**config.mk**
```make
export PLATFORM = sky130hd
export DESIGN_NAME = gated_cascade_decoder
export DESIGN_NICKNAME = d
export VERILOG_FILES = /design/src/rtl/gated_decoder_pkg.sv /design/src/rtl/gated_decoder.sv /design/src/rtl/cascade_ctrl.sv /design/src/rtl/gated_cascade_decoder.sv
export SDC_FILE = /design/constraint.sdc
export NUM_CORES = 1
export LEC_CHECK = 0
export BUFFER_PORTS_ARGS = -buffer_cell sky130_fd_sc_hd__buf_2
export CAP_MARGIN = 30
export CORE_AREA = 4 4 41 43
export DETAILED_ROUTE_END_ITERATION = 12
export DIE_AREA = 0 0 45 47
export GPL_TIMING_DRIVEN = 0
export PLACE_DENSITY_LB_ADDON = 0.25
export RECOVER_POWER = 100
export SLEW_MARGIN = 10
export SYNTH_ARGS = -nofsm -noshare
export SYNTH_HDL_FRONTEND = slang
export SYNTH_SLANG_ARGS = --single-unit
```
**constraint.sdc**
```tcl
create_clock -name vclk -period 0.8
set_input_delay 0.12 -clock vclk [all_inputs]
set_output_delay 0.12 -clock vclk [all_outputs]
set_load 0.02 [all_outputs]
```
**src/rtl/gated_decoder_pkg.sv**
```systemverilog
package gated_decoder_pkg;

  localparam int HALVES = 2;

  // Gate pin levels for each sub-decoder, index 0 = low half, 1 = high half
  typedef struct packed {
    logic [HALVES-1:0] g1;
    logic [HALVES-1:0] g2aN;
    logic [HALVES-1:0] g2bN;
  } gate_strobes_t;

endpackage

```
**src/rtl/gated_decoder.sv**
```systemverilog
module gated_decoder #(
  parameter int SEL_W = 3
) (
  input  logic                  g1,
  input  logic                  g2aN,
  input  logic                  g2bN,
  input  logic [SEL_W-1:0]      sel,
  output logic [(1<<SEL_W)-1:0] outN
);

  localparam int OUT_N = 1 << SEL_W;

  logic gateOn;
  assign gateOn = g1 & ~g2aN & ~g2bN;

  genvar i;
  generate
    for (i = 0; i < OUT_N; i++) begin : g_line
      assign outN[i] = ~(gateOn && (sel == SEL_W'(i)));
    end
  endgenerate

  always_comb begin

    if (!(g1 && !g2aN && !g2bN)) begin
      gated_off_high_chk: assert (&outN);
    end

    if (g1 && !g2aN && !g2bN) begin
      addressed_low_chk: assert (outN[sel] == 1'b0);
    end

    one_low_max_chk: assert ($countones(~outN) <= 1);
  end

endmodule

```
**src/rtl/cascade_ctrl.sv**
```systemverilog
module cascade_ctrl
  import gated_decoder_pkg::*;
(
  input  logic          cascadeEn,
  input  logic          topBit,
  output gate_strobes_t strobes
);

  always_comb begin
    // low half: active-high gate from the overall enable, topBit on an active-low gate
    strobes.g1[0]   = cascadeEn;
    strobes.g2aN[0] = topBit;
    strobes.g2bN[0] = 1'b0;
    // high half: topBit on the active-high gate, overall enable on an active-low gate
    strobes.g1[1]   = topBit;
    strobes.g2aN[1] = ~cascadeEn;
    strobes.g2bN[1] = 1'b0;
  end

  logic [HALVES-1:0] halfOn;
  assign halfOn = strobes.g1 & ~strobes.g2aN & ~strobes.g2bN;

  always_comb begin

    single_half_chk: assert ($onehot0(halfOn));

    if (cascadeEn) begin
      half_pick_chk: assert (halfOn[1] == topBit && halfOn[0] == !topBit);
    end

    if (!cascadeEn) begin
      halves_idle_chk: assert (halfOn == '0);
    end
  end

endmodule

```
**src/rtl/gated_cascade_decoder.sv**
```systemverilog
module gated_cascade_decoder
  import gated_decoder_pkg::*;
#(
  parameter int SUB_W = 3
) (
  input  logic                          cascadeEn,
  input  logic [SUB_W:0]                code,
  output logic [(1<<(SUB_W+1))-1:0]     decN
);

  localparam int SUB_N  = 1 << SUB_W;
  localparam int CODE_W = SUB_W + 1;

  gate_strobes_t strobes;

  cascade_ctrl i_ctrl (
    .cascadeEn (cascadeEn),
    .topBit    (code[CODE_W-1]),
    .strobes   (strobes)
  );

  genvar h;
  generate
    for (h = 0; h < HALVES; h++) begin : g_half
      gated_decoder #(.SEL_W(SUB_W)) i_dec (
        .g1   (strobes.g1[h]),
        .g2aN (strobes.g2aN[h]),
        .g2bN (strobes.g2bN[h]),
        .sel  (code[SUB_W-1:0]),
        .outN (decN[h*SUB_N +: SUB_N])
      );
    end
  endgenerate

  always_comb begin

    if (cascadeEn) begin
      line_select_chk: assert (decN[code] == 1'b0 && $countones(~decN) == 1);
    end

    if (!cascadeEn) begin
      all_high_chk: assert (&decN);
    end
  end

endmodule

```
After elaboration in Yosys (flattened, before gate mapping)
Cells that the tools add are included.
{"block": "op_classes", "n_shift": 0, "eq_ne": 7, "magnitude_cmp": 0, "bitwise_logic": 19, "mul": 0, "n_reduce_logical": 17, "n_mux": 0, "add_sub_neg": 0, "div_mod_pow": 0}
{"operator": "inverter 1 bit", "n": 17}
{"operator": "logical AND 1 bit", "n": 16}
{"operator": "== test 3 bit, second input constant", "n": 4}
{"operator": "== test 3 x 2 -> 1 bit, second input constant", "n": 2}
{"operator": "== test 3 x 1 -> 1 bit, second input constant", "n": 1}
{"operator": "logical NOT 3 bit", "n": 1}
{"operator": "AND 1 bit", "n": 2}
{"block": "word_totals", "ram_bits": 0, "n_memories": 0, "regBits": 0, "inputBits": 5, "out_inout_bits": 16, "latchBits": 0, "romBits": 0}

Depth between registers and ports, before layout
{"block": "depth", "ltp_word": 4, "ltp_mapped": 2, "depth_no_buf": 2}

Modules after synthesis
Synthesis repeated with hierarchy kept, for this count alone.
{"block": "hier_totals", "cells_unflattened": 35, "hier_area_um2": 222.7}
{"module": "gated_decoder", "seq_area_each_um2": 0.0, "area_per_inst_um2": 88.8, "instances": 2, "cells_per_inst": 14}
{"module": "cascade_ctrl", "seq_area_each_um2": 0.0, "area_per_inst_um2": 45.0, "instances": 1, "cells_per_inst": 7}

Least setup slack after synthesis
OpenSTA, ideal clock, no wires.
{"block": "synth_path", "path_type": "input -> output", "start": "in code[2]", "end": "out decN[3]", "arrival_ns": 0.577, "required_time_ns": 0.680, "setup_slack_ns": 0.103, "stages": 2, "path_buffers": 0, "path_cell_list": "nor3b_2 -> nand3_1"}
{"block": "synth_between", "elab_chain_cells": 3}
{"element": "start, declared", "line": "gated_cascade_decoder.sv:7", "text": "input logic [SUB_W:0] code,"}
{"element": "== test 3 x 2 -> 1 bit", "line": "gated_decoder.sv:19", "text": "assign outN[i] = ~(gateOn && (sel == SEL_W'(i)));"}
{"element": "logical AND 1 bit", "line": "gated_decoder.sv:19"}
{"element": "inverter 1 bit", "line": "gated_decoder.sv:19"}
{"element": "end, declared", "line": "gated_cascade_decoder.sv:8", "text": "output logic [(1<<(SUB_W+1))-1:0] decN"}
Every way passes these cells.

Final worst setup path
{"block": "layout_path", "start": "in code[3]", "end": "out decN[3]"}
{"block": "layout_between", "elab_chain_cells": 4}
{"element": "inverter 1 bit", "line": "gated_decoder.sv:14", "text": "assign gateOn = g1 & ~g2aN & ~g2bN;"}
{"element": "AND 1 bit", "line": "gated_decoder.sv:14"}
{"element": "logical AND 1 bit", "line": "gated_decoder.sv:19"}
{"element": "inverter 1 bit", "line": "gated_decoder.sv:19"}
Every way passes these cells.

==> parameters.txt <==
Parameter                              Value

Detailed routing
  Routed len/inst    11.1 um
  Vias post-DR    about 240
  Number of detailed-route iterations in the first pass    2
  Final routed wirelength across all metal layers    652 um
  Final ANT Viol Nets    0
  1st-iter DRT viols    2
  Number of remaining DRC errors    0
  Vias/cell    about 4.0

Synth
  Most area-hungry cell type in the Yosys netlist    sky130_fd_sc_hd__nand2_1
  Count of unique library cells instantiated by Yosys    7
  Fraction of synthesized cell area taken by the top area cell type    36.7%
  Top cells by area in the synthesized netlist    sky130_fd_sc_hd__nand2_1 (37%), sky130_fd_sc_hd__nand3_1 (16%), sky130_fd_sc_hd__and2b_2 (14%), sky130_fd_sc_hd__and3b_1 (14%), sky130_fd_sc_hd__nor3b_2 (10%)
  Sequential-to-total area share from yosys stat    0%
  Number of instances in the synthesized netlist    23
  Syn Nets    28
  Most common cell in the synthesized netlist    sky130_fd_sc_hd__nand2_1
  Post-synth top cells    sky130_fd_sc_hd__nand2_1 (12), sky130_fd_sc_hd__nand3_1 (4), sky130_fd_sc_hd__and2b_2 (2), sky130_fd_sc_hd__and3b_1 (2)
  Total of warnings raised by yosys    0
  Cell area after technology mapping    123 um2
  Syn avg cell area    between 5 and 6 um2

Timing
  Worst relative slew slack    between 80% and 90%
  Final Slew Violations    0
  Minimum clock period    around 0.86 ns
  Final Hold Violating Endpoints    0
  Post-route setup TNS    -0.455 ns
  Unrepaired setup endpoints after global routing    yes
  Final cycle utilization of the critical path    107%
  Final setup violating endpoints    15
  Achievable clock frequency    1.16 GHz
  Actual slew at the worst max-slew pin    0.225 ns
  Worst setup margin    -0.0595 ns
  Tightest hold margin    0.524 ns

Final layout
  Clock buffer cells    0
  Sequential cell count of the final layout    0
  Sequential cell area    0 um2
  Number of antenna repair diodes    0
  Proportion of layout cells with a drive suffix above 1    86.4%
  Final net count    51
  Fill cell total of the finished layout    145
  Growth of design area from synthesis to finish    241%

Pwr
  Clock network fraction of design power    0%
  Largest vdd supply drop    0.130 mV
  Combinational cell fraction of total power    100.0%
  Pwr Total    0.000144 W
  Switching fraction of total power    48.8%
  Portion of total power attributed to sequential cells    0%
  Psw    0.0000702 W
  Power Internal    0.0000735 W
  Cell Pwr Density    344 nW/um2
  Standby leakage power    0.171 nW

Critical path
  List of cells traversed by the critical path    buf_8, nor3b_4, nand3_1, buf_6
  Kind of start point of the critical path    input pin
  Arrival time of data at the critical path endpoint    0.74 ns
  Worst setup path class    input pin to primary output
  Maximum fanout count along the critical path    4
  Kind of end point of the critical path    primary output
  Delay of the slowest critical-path stage    roughly 0.25 ns
  Data required time of the critical path    a little under 0.7 ns
  Slowest stage cell, crit path    sky130_fd_sc_hd__nor3b_4
  Top Family by Delay on Critical Path    simple AND/OR/NAND/NOR gates
  CP bufs+invs    2

Floorplan
  Placeable core region    1300 um2
  Die Footprint    2120 um2
  Boundary Pins    21
  Die boundary height    47 um
  Row cnt    13
  Starting density of the core    9.42%
  Die Width    45 um

Placed design
  PortBufs    21
  Weighted congestion at the end of routability-driven global placement    around 0.67
  DP HPWL    509 um
  Placement-stage worst setup slack    -0.152 ns

Global route
  Via count of the first global-routing pass    253
  Congestion Overflow GR    0
  Total Routing Usage GR    under 10%
  Pin count of the biggest net entering global routing    8
  Global-route wire length before repair    approximately 1100 um
  Number of antenna violations at the first check in global routing    0

Outcome
  Status    complete, but fails checks
  Violated checks    negative setup slack

Flow run
  Max Cap Violations    0

Hold path
  Worst min-delay path category    input pin to primary output
==> timing repair <==
| item | 4_1_cts | 5_1_grt |
|---|---|---|
| hold buffers | 0 | 0 |
| pin swaps | 7 | 5 |
| resized for setup | 49 | 7 |
| endpoints found under the setup margin | 16 | 16 |
| buffers inserted | 0 | 0 |
==> power groups by stage <==
stage	Sequential, W	Combinational (W)	Clock, W
6_report	0	0.000144	0
5_1_grt	0	0.000155	0
4_1_cts	0	0.000136	0
3_5_place_dp	0	0.0000896	0
3_3_place_gp	0	0.0000885	0
2_1_floorplan	0	0.0000476	0
==> metrics by stage <==
stage / utilization (%) / area, um2 / instances
2_1_floorplan: - / 123 / 23
3_5_place_dp: 18.9 / 246 / 59
3_3_place_gp: 18.9 / 246 / 59
4_1_cts: 30.4 / 395 / 59
6_report: 32.1 / 418 / 59
5_1_grt: 32.1 / 418 / 59
==> path summary, 6_finish.rpt <==
path,from,end,cells after the start
max,code[3],decN[3],4
min,code[1],decN[11],3
==> layer usage <==
layer | track usage (%) | part of all wire, % | vias to the layer above
met5 | 0 | 0 | -
met4 | 0 | 0 | 0
met3 | 0.383 | 10 | 0
met2 | 10.2 | 45 | 13
met1 | 10.3 | 45 | 104
li1 | - | - | 120
==> placed cells by master (no fill, tap or decap) <==
cell type | netlist | final
sky130_fd_sc_hd__buf_4 | 0 | 3
sky130_fd_sc_hd__and3b_2 | 0 | 2
sky130_fd_sc_hd__and2b_2 | 2 | 2
sky130_fd_sc_hd__nor3b_4 | 0 | 1
sky130_fd_sc_hd__nand2_2 | 0 | 8
sky130_fd_sc_hd__nand3_2 | 0 | 2
sky130_fd_sc_hd__nand2_1 | 12 | 4
sky130_fd_sc_hd__nor2_2 | 0 | 1
sky130_fd_sc_hd__buf_6 | 0 | 13
sky130_fd_sc_hd__buf_8 | 0 | 4
sky130_fd_sc_hd__and3_2 | 0 | 1
sky130_fd_sc_hd__buf_2 | 0 | 1
sky130_fd_sc_hd__nand3_1 | 4 | 2
==> cell families after synthesis <==
| group | synth area share [%] |
|---|---|
| AND/OR/NAND/NOR | 100 |
==> cell type report <==
type	count	area, um2	area share [%]
multi-input cells	23	165	39.5
well taps	15	18.8	4.49
repair buffers	21	234	56.0
==> worst min-delay path, cell delays in order <==
cell and delay, ns:
sky130_fd_sc_hd__buf_8 0.11, sky130_fd_sc_hd__nand3_2 0.07, sky130_fd_sc_hd__buf_6 0.11
Note: power is estimated with default switching activity, not from simulation.
